===== config.mk =====
export PLATFORM = sky130hd
export DESIGN_NAME = wiper_i2c_slave
export DESIGN_NICKNAME = d
export VERILOG_FILES = /design/src/rtl/wpi_pkg.sv /design/src/rtl/wpi_line_sync.sv /design/src/rtl/wpi_proto_fsm.sv /design/src/rtl/wpi_wiper_reg.sv /design/src/rtl/wiper_i2c_slave.sv
export SDC_FILE = /design/constraint.sdc
export NUM_CORES = 1
export LEC_CHECK = 0
export BUFFER_PORTS_ARGS = -buffer_cell sky130_fd_sc_hd__buf_2
export CAP_MARGIN = 20
export CORE_MARGIN = 5
export CORE_UTILIZATION = 61
export CTS_CLUSTER_SIZE = 30
export DETAILED_ROUTE_END_ITERATION = 10
export PLACE_DENSITY = 0.84
export RECOVER_POWER = 50
export SYNTH_ARGS = -nofsm -noshare
export SYNTH_HDL_FRONTEND = slang
export SYNTH_SLANG_ARGS = --single-unit

===== constraint.sdc =====
create_clock -name clk -period 4.4 [get_ports clk]
set_input_delay 0.88 -clock clk [delete_from_list [all_inputs] [get_ports clk]]
set_output_delay 0.88 -clock clk [all_outputs]
set_load 0.05 [all_outputs]

===== src/rtl/wpi_pkg.sv =====
package wpi_pkg;
  localparam int CODE_W = 6;
  localparam int STAT_W = 2;
  localparam int BYTE_W = CODE_W + STAT_W;
  localparam int CNT_W  = $clog2(BYTE_W + 1);

  typedef enum logic [3:0] {
    ST_IDLE, ST_ADDR, ST_ADDR_ACK, ST_INSTR, ST_INSTR_ACK,
    ST_DATA, ST_DATA_ACK, ST_RD, ST_RD_ACK
  } wpi_state_e;

  function automatic logic [BYTE_W-1:0] pack_read(input logic [STAT_W-1:0] st,
                                                  input logic [CODE_W-1:0] code);
    return {st, code};
  endfunction

  function automatic logic addr_hit(input logic [BYTE_W-2:0] got,
                                    input logic [BYTE_W-3:0] prefix,
                                    input logic strap);
    return got == {prefix, strap};
  endfunction

  function automatic logic is_burned(input logic [STAT_W-1:0] st);
    return &st;
  endfunction
endpackage


===== src/rtl/wpi_line_sync.sv =====
module wpi_line_sync #(
  parameter int STAGES = 2
) (
  input  logic clk,
  input  logic rst_n,
  input  logic pin_i,
  output logic lvl_o,
  output logic rise_o,
  output logic fall_o
);
  logic [STAGES:0] q;

  always_ff @(posedge clk or negedge rst_n) begin
    if (!rst_n) q <= '1;
    else        q <= {q[STAGES-1:0], pin_i};
  end

  assign lvl_o  = q[STAGES-1];
  assign rise_o =  q[STAGES-1] & ~q[STAGES];
  assign fall_o = ~q[STAGES-1] &  q[STAGES];
endmodule


===== src/rtl/wpi_proto_fsm.sv =====
module wpi_proto_fsm
  import wpi_pkg::*;
#(
  parameter logic [BYTE_W-3:0] ADDR_PREFIX = 6'b010110
) (
  input  logic              clk,
  input  logic              rst_n,
  input  logic              start_evt,
  input  logic              stop_evt,
  input  logic              scl_rise,
  input  logic              scl_fall,
  input  logic              sda_lvl,
  input  logic              strap,
  input  logic [BYTE_W-1:0] rd_byte,
  output logic              sda_oe,
  output logic              load_evt,
  output logic              prog_evt,
  output logic [CODE_W-1:0] code
);
  wpi_state_e        st;
  logic [CNT_W-1:0]  cnt;
  logic [BYTE_W-1:0] sh;
  logic [BYTE_W-1:0] tx;
  logic              rw_q;
  logic              t_q;
  logic              full;
  logic              quiet;

  assign full  = (cnt == CNT_W'(BYTE_W));
  assign quiet = !start_evt && !stop_evt;

  always_ff @(posedge clk or negedge rst_n) begin
    if (!rst_n) begin
      st <= ST_IDLE; cnt <= '0; sh <= '0; tx <= '0;
      rw_q <= 1'b0; t_q <= 1'b0; sda_oe <= 1'b0;
    end else if (start_evt) begin
      st <= ST_ADDR; cnt <= '0; sda_oe <= 1'b0;
    end else if (stop_evt) begin
      st <= ST_IDLE; cnt <= '0; sda_oe <= 1'b0;
    end else if (scl_rise) begin
      case (st)
        ST_ADDR, ST_INSTR, ST_DATA: begin
          sh  <= {sh[BYTE_W-2:0], sda_lvl};
          cnt <= cnt + 1'b1;
        end
        ST_RD:     cnt <= cnt + 1'b1;
        ST_RD_ACK: st  <= ST_IDLE;
        default: ;
      endcase
    end else if (scl_fall) begin
      case (st)
        ST_ADDR: if (full) begin
          if (addr_hit(sh[BYTE_W-1:1], ADDR_PREFIX, strap)) begin
            sda_oe <= 1'b1; rw_q <= sh[0]; st <= ST_ADDR_ACK;
          end else begin
            st <= ST_IDLE;
          end
        end
        ST_INSTR: if (full) begin
          sda_oe <= 1'b1; t_q <= sh[BYTE_W-1]; st <= ST_INSTR_ACK;
        end
        ST_DATA: if (full) begin
          sda_oe <= 1'b1; st <= ST_DATA_ACK;
        end
        ST_ADDR_ACK: begin
          cnt <= '0;
          if (rw_q) begin
            tx <= rd_byte; sda_oe <= ~rd_byte[BYTE_W-1]; st <= ST_RD;
          end else begin
            sda_oe <= 1'b0; st <= ST_INSTR;
          end
        end
        ST_INSTR_ACK, ST_DATA_ACK: begin
          sda_oe <= 1'b0; cnt <= '0; st <= ST_DATA;
        end
        ST_RD: if (full) begin
          sda_oe <= 1'b0; st <= ST_RD_ACK;
        end else begin
          tx <= {tx[BYTE_W-2:0], 1'b0}; sda_oe <= ~tx[BYTE_W-2];
        end
        default: ;
      endcase
    end
  end

  assign load_evt = quiet && scl_fall && (st == ST_DATA) && full;
  assign prog_evt = quiet && scl_fall && (st == ST_DATA_ACK) && t_q;
  assign code     = sh[CODE_W-1:0];
endmodule


===== src/rtl/wpi_wiper_reg.sv =====
module wpi_wiper_reg
  import wpi_pkg::*;
(
  input  logic              clk,
  input  logic              rst_n,
  input  logic              start_evt,
  input  logic              load_evt,
  input  logic              prog_evt,
  input  logic              burned,
  input  logic [CODE_W-1:0] code,
  output logic [CODE_W-1:0] wiper,
  output logic              prog_req
);
  localparam logic [CODE_W-1:0] MID = CODE_W'(1) << (CODE_W - 1);
  logic fired;

  always_ff @(posedge clk or negedge rst_n) begin
    if (!rst_n) begin
      wiper <= MID; fired <= 1'b0; prog_req <= 1'b0;
    end else begin
      prog_req <= 1'b0;
      if (start_evt) fired <= 1'b0;
      if (load_evt && !burned) wiper <= code;
      if (prog_evt && !burned && !fired) begin
        prog_req <= 1'b1; fired <= 1'b1;
      end
    end
  end
endmodule


===== src/rtl/wiper_i2c_slave.sv =====
module wiper_i2c_slave
  import wpi_pkg::*;
#(
  parameter int                SYNC_STAGES = 2,
  parameter logic [BYTE_W-3:0] ADDR_PREFIX = 6'b010110
) (
  input  logic              clk,
  input  logic              rst_n,
  input  logic              scl_i,
  input  logic              sda_i,
  input  logic              strap_i,
  input  logic [STAT_W-1:0] status_i,
  output logic              sda_oe_o,
  output logic [CODE_W-1:0] wiper_o,
  output logic              prog_req_o
);
  logic scl_lvl, scl_rise, scl_fall;
  logic sda_lvl, sda_rise, sda_fall;
  logic start_evt, stop_evt, load_evt, prog_evt;
  logic [CODE_W-1:0] code;

  wpi_line_sync #(.STAGES(SYNC_STAGES)) u_scl (
    .clk(clk), .rst_n(rst_n), .pin_i(scl_i),
    .lvl_o(scl_lvl), .rise_o(scl_rise), .fall_o(scl_fall));

  wpi_line_sync #(.STAGES(SYNC_STAGES)) u_sda (
    .clk(clk), .rst_n(rst_n), .pin_i(sda_i),
    .lvl_o(sda_lvl), .rise_o(sda_rise), .fall_o(sda_fall));

  assign start_evt = scl_lvl && !scl_rise && sda_fall;
  assign stop_evt  = scl_lvl && !scl_rise && sda_rise;

  wpi_proto_fsm #(.ADDR_PREFIX(ADDR_PREFIX)) u_fsm (
    .clk(clk), .rst_n(rst_n), .start_evt(start_evt), .stop_evt(stop_evt),
    .scl_rise(scl_rise), .scl_fall(scl_fall), .sda_lvl(sda_lvl),
    .strap(strap_i), .rd_byte(pack_read(status_i, wiper_o)),
    .sda_oe(sda_oe_o), .load_evt(load_evt), .prog_evt(prog_evt), .code(code));

  wpi_wiper_reg u_wip (
    .clk(clk), .rst_n(rst_n), .start_evt(start_evt), .load_evt(load_evt),
    .prog_evt(prog_evt), .burned(is_burned(status_i)), .code(code),
    .wiper(wiper_o), .prog_req(prog_req_o));
endmodule


== Word level (Yosys, flattened, before mapping) ==
Cells that the tools add are included.

* $add $sub $neg: 1
* Multipliers: 0
* Divide/modulo/power cells: 0
* Magnitude comparators: 0
* Equality and inequality tests: 22
* Shift-type cells: 0
* Muxes and demuxes: 34
* Bitwise operators: 13
* Reductions and logical operators: 37

{| class="wikitable"
|+ Operators with widths
! cell !! count
|-
| $mux W4 || 15
|-
| $pmux W4 S6 || 1
|-
| $reduce_and A7 Y1 || 3
|-
| $ne A5 B2 Y1 const B || 4
|-
| $eq A4 B3 Y1 const B || 4
|-
| $ne A4 B1 Y1 const B || 4
|-
| $mux W7 || 2
|-
| $pmux W7 S2 || 1
|-
| $logic_and A1 B1 Y1 || 12
|-
| $mux W1 || 12
|-
| $reduce_and A6 Y1 || 2
|-
| $not A1 Y1 || 9
|-
| $reduce_bool A9 Y1 || 1
|-
| $eq A4 B2 Y1 const B || 2
|-
| $eq A4 B4 Y1 const B || 2
|-
| $reduce_bool A4 Y1 || 2
|-
| $eq A7 B6 Y1 || 1
|-
| $reduce_bool A7 Y1 || 1
|-
| $reduce_or A3 Y1 || 2
|-
| $logic_not A1 Y1 || 5
|-
| $pmux W1 S5 || 1
|-
| $add A4 B1 Y4 const B || 1
|-
| $and A1 B1 Y1 || 4
|-
| $eq A4 B1 Y1 const B || 1
|-
| 13 further kinds || 15
|}

* Register bits after elaboration: 40
* Latch bits: 0
* Memory bits (writable): 0
* Bits in read-only memories: 0
* Input port bits: 7
* Output and inout bits: 8
* Word-level logic and storage cells: 119
* Memories: 0

== Logic depth before layout (Yosys ltp) ==
* Word-level depth: 13
* Mapped depth: 8
* Gate-level depth less buffers: 7

== By module ==
Synthesis repeated with hierarchy kept, for this count alone.

* Cells, all modules: 179
* Area, all modules: 2075.7 sq um

{| class="wikitable"
|+ By module, submodules not included
! module !! times used !! cells each !! area each (sq um) !! seq. area each (sq um)
|-
| wpi_proto_fsm || 1 || 147 || 1536.5 || 650.6
|-
| wpi_wiper_reg || 1 || 19 || 327.8 || 201.4
|-
| wpi_line_sync || 2 || 5 || 93.8 || 78.8
|-
| wiper_i2c_slave || 1 || 3 || 23.8 || 0.0
|}

== Worst setup path before layout ==
No wires, ideal clock.

* Path type: input to register
* Start: input status_i[1]
* End: register u_wip.wiper[0]
* Setup time: 0.125 ns
* Data arrival time: 1.849 ns
* Data required time: 4.275 ns
* Slack: 2.426 ns
* Cell stages on the path: 4
* Buffers on the path: 0
* Path through: nand2_1 nand3_1 nor4_4 mux2_2

* Longest elaborated chain between the ends: 3

{| class="wikitable"
|+ Ends and longest elaborated chain
! element !! RTL line !! RTL
|-
| start: declaration || wiper_i2c_slave.sv:12 || <nowiki>input logic [STAT_W-1:0] status_i,</nowiki>
|-
| $reduce_and A2 Y1 || wpi_pkg.sv:24 || <nowiki>return &st;</nowiki>
|-
| $logic_not A1 Y1 || wpi_wiper_reg.sv:23 || <nowiki>if (load_evt && !burned) wiper <= code;</nowiki>
|-
| $logic_and A1 B1 Y1 || wpi_wiper_reg.sv:23 ||
|-
| end signal: assignment || wpi_wiper_reg.sv:23 ||
|-
| end: declaration || wpi_wiper_reg.sv:11 || <nowiki>output logic [CODE_W-1:0] wiper,</nowiki>
|}

Every way passes these cells.
A chain may end at the register's enable or synchronous reset.

== Worst setup path in the final report ==
* Start: register u_fsm.cnt[0]
* End: register u_fsm.st[0]

* Longest elaborated chain between the ends: 3
* Elaborated cells on any way between the ends: 6
* Those cells by class: eq/ne: 5; reduce/logical: 1

{| class="wikitable"
|+ Ends and longest elaborated chain
! element !! RTL line !! RTL
|-
| start: declaration || wpi_proto_fsm.sv:21 || <nowiki>logic [CNT_W-1:0] cnt;</nowiki>
|-
| start signal: assignment || wpi_proto_fsm.sv:44 || <nowiki>cnt <= cnt + 1'b1;</nowiki>
|-
| start signal: assignment || wpi_proto_fsm.sv:46 || <nowiki>ST_RD: cnt <= cnt + 1'b1;</nowiki>
|-
| $eq A4 B4 Y1 (*) || wpi_proto_fsm.sv:29 || <nowiki>assign full = (cnt == CNT_W'(BYTE_W));</nowiki>
|-
| $ne A5 B2 Y1 (no source line) || -- ||
|-
| $reduce_and A7 Y1 (no source line) (*) || -- ||
|-
| end signal: assignment || wpi_proto_fsm.sv:34 || <nowiki>st <= ST_IDLE; cnt <= '0; sh <= '0; tx <= '0;</nowiki>
|-
| end signal: assignment || wpi_proto_fsm.sv:37 || <nowiki>st <= ST_ADDR; cnt <= '0; sda_oe <= 1'b0;</nowiki>
|-
| end signal: assignment || wpi_proto_fsm.sv:39 || <nowiki>st <= ST_IDLE; cnt <= '0; sda_oe <= 1'b0;</nowiki>
|-
| end: declaration || wpi_proto_fsm.sv:20 || <nowiki>wpi_state_e st;</nowiki>
|}

Mark *: on every way between the ends. The rest lies on a longest branch, timed or not.

==> results.yml <==
timing:
  max_freq_ghz: 0.439
  hold_violations: 0
  period_share_pct: 51.8
  setup_ws_ns: 2.12
  rsz0062_at_grt: "no"
  fin_tns_setup_ns: 0
  skew_ns: 0.0184
  drv_slew: 41
  layout_min_cycle_time_ns: 2.28
  slew_headroom_pct: -34.2
  setup_viol: 0
  worst_pin_slew_ns: 2.01
global_routing:
  grt_pass1_vias: 1360
  antenna_found_initial: 0
  grt_pass1_wl_um: 6440
  grtUsageTotal_pct: 19.8
  grt_max_degree: 41
  grt_overflow: 0
clock_tree:
  clkSinkCount: 40
  cts_tree: "yes"
  cts_resized: 0
  htree_levels: 2
  path_clk_slew_ns: 0.13
  root_buffer: "clkbuf_4"
  clk_latency_ns: 0.35
  cts_buffer_depth: 2
  cts-hold-fix-buffers: 0
  numCtsBuffers: 5
  cts_setup_buffers: 0
detailed_routing:
  wl_per_cell_um: 15.9
  wl_um: 3650
  drt_first_pass_iters: 5
  final_antenna_net_count: 0
  drt_iter0_drc: 156
  drc: 0
  vias: 1345
  viasPerCell: 5.85
place:
  hpwl_um: 2580
  place_inst: 222
  io_buffers: 14
  dpl_worst_slack_ns: 2.16
  gp_congestion: 0.884
finish:
  final_util_pct: 68.2
  antenna_cells: 0
  area_growth_pct: 6.48
  drive_gt1_share_pct: 31.2
  finalNonFillerCells: 230
  final_common_cell: "dfrtp_1"
  final_cell_mix: "33 x dfrtp_1, 15 x mux2_2, 14 x nor2_1, 13 x buf_2, 10 x a21oi_1"
  fillers: 235
  layout.nets: 194
floorplanning:
  core-area_sq_um: 3080
  start_util_pct: 64.0
  dieArea_sq_um: 4470
  rows: 20
  die_y_um: 66.8
  pin_count: 15
  die_w_um: 66.8
power:
  power_density_nw_per_um2: 413
  leakage_nw: 0.997
  vdd_drop_max_uv: 243
  power_mw: 0.867
worst_setup_path:
  critPathLaunchType: "register"
  path_buf_inv: 1
  cpMaxStageDelayCell: "a2111oi_0"
  path_max_fanout: 8
  required_ns: 4.64
  arrival_ns: 2.52
  cp-end-kind: "register"
  crit_type: "register to register"
  max_stage_delay_ns: 0.69
  cp_cell_sequence: "inv_1 > ha_1 > nand3b_1 > a2111oi_0 > a311o_2 > o21a_1 > a21oi_1"
  critPathTopFamily: "compound AO/OA/AOI/OAI gates"
run_status:
  violations: "capacitance limit, slew limit"
  status: "complete, but fails checks"
logic_synthesis:
  syn_avg_cell_area_sq_um: 11.5
  netlist_area_sq_um: 1970
  ys.flop_type: "dfrtp_1"
  ys_seq_area_share_pct: 51.2
  synth_top_area_share_pct: 41.9
  ys_warn_count: 0
  synth_edf_count: 0
  synth_top_area_cell: "dfrtp_1"
  synth_seq_cells: 40
  syn-num-nets: 181
  yosysUniqueCellTypes: 46
  async_flop_share_pct: 100
  synthCells: 172
  synth_area_leaders: "dfrtp_1 42%, dfstp_2 9.3%, mux2_2 8.6%"
min_path:
  holdCritPathClass: "register to register"
job:
  maxCapViolations: 1
per-layer routing:
metal | part of all wire [%] | global-route usage [%] | wire length, um | up-vias
li1 | - | - | - | 641
met1 | 41 | 23.2 | 1490 | 648
met2 | 51 | 33.2 | 1880 | 46
met3 | 5.2 | 5.40 | 189 | 10
met4 | 2.4 | 9.64 | 87 | 0
met5 | 0 | 0 | 0 | -
metrics by stage:
step | hold WS [ns] | area, sq um
after detailed placement | 0.347 | 2040
after CTS | 0.363 | 2100
after global routing | 0.375 | 2100
after global placement | 0.347 | 2040
after floorplan | 0.345 | 1970
final | 0.368 | 2100
worst paths after layout:
path / slack (ns) / startpoint / cells after the start / to
hold / removal: 0.37 / u_sda.q[0] / 0 / u_sda.q[1]
min in group asynchronous: 1.08 / rst_n / 1 / u_wip.prog_req
setup reg to reg: 2.12 / u_fsm.cnt[0] / 7 / u_fsm.st[0]
max in group asynchronous: 2.15 / rst_n / 1 / u_fsm.t_q
hold reg to reg: 0.37 / u_sda.q[0] / 0 / u_sda.q[1]
setup / recovery: 2.12 / u_fsm.cnt[0] / 7 / u_fsm.st[0]
flip-flops by register name (all words and copies together), names as in the netlist:
| register | cells |
|---|---|
| u_sda.q | 3 |
| u_wip.prog_req | 1 |
| u_fsm.sda_oe | 1 |
| u_fsm.rw_q | 1 |
| u_fsm.tx | 7 |
| u_wip.fired | 1 |
| u_fsm.cnt | 4 |
| u_wip.wiper | 6 |
| u_fsm.st | 4 |
| u_fsm.t_q | 1 |
| u_scl.q | 3 |
| u_fsm.sh | 8 |
logic make-up (layout without fill, tap and decap cells):
group                    count (synthesis)  count (layout)  share of synthesized area [%]
XOR/XNOR                                 2               2                          0.889
AND/OR/NAND/NOR                         55              55                           17.1
buffers and inverters                   15              29                           4.25
AO/OA/AOI/OAI                           35              35                           12.5
flip-flops                              40              40                           51.2
adder cells (fa/ha/maj)                  2               2                           1.27
multiplexers                            23              23                           12.7
cell type report:
type	count	area, sq um	share of cell area [%]
sequential	40	1010	48.1
multi-input combinational	117	877	41.8
timing repair buffer	14	68.8	3.28
tap	44	55.1	2.62
clock buffer	6	51.3	2.44
inverter	7	26.3	1.25
clock inverter	2	10.0	0.477
cells in the mapped netlist (3+ instances only):
library cell / count
nand2_1: 6
a21oi_2: 3
dfstp_2: 7
nand3_1: 7
o211ai_1: 3
a21o_1: 3
a21oi_1: 10
nand4b_1: 3
nor2b_1: 3
dfrtp_1: 33
mux2i_1: 7
inv_1: 7
mux2_2: 15
o21ai_0: 6
nor2_1: 14
buf_2: 4
nand2b_1: 4
power breakdown:
part / internal, mW / switching [mW] / leakage (nW)
Combinational: 0.0854 / 0.0940 / 0.446
Sequential: 0.426 / 0.0700 / 0.513
Clock: 0.0761 / 0.116 / 0.0380
Total: 0.587 / 0.280 / 0.997
(Power assumes the default switching activity.)
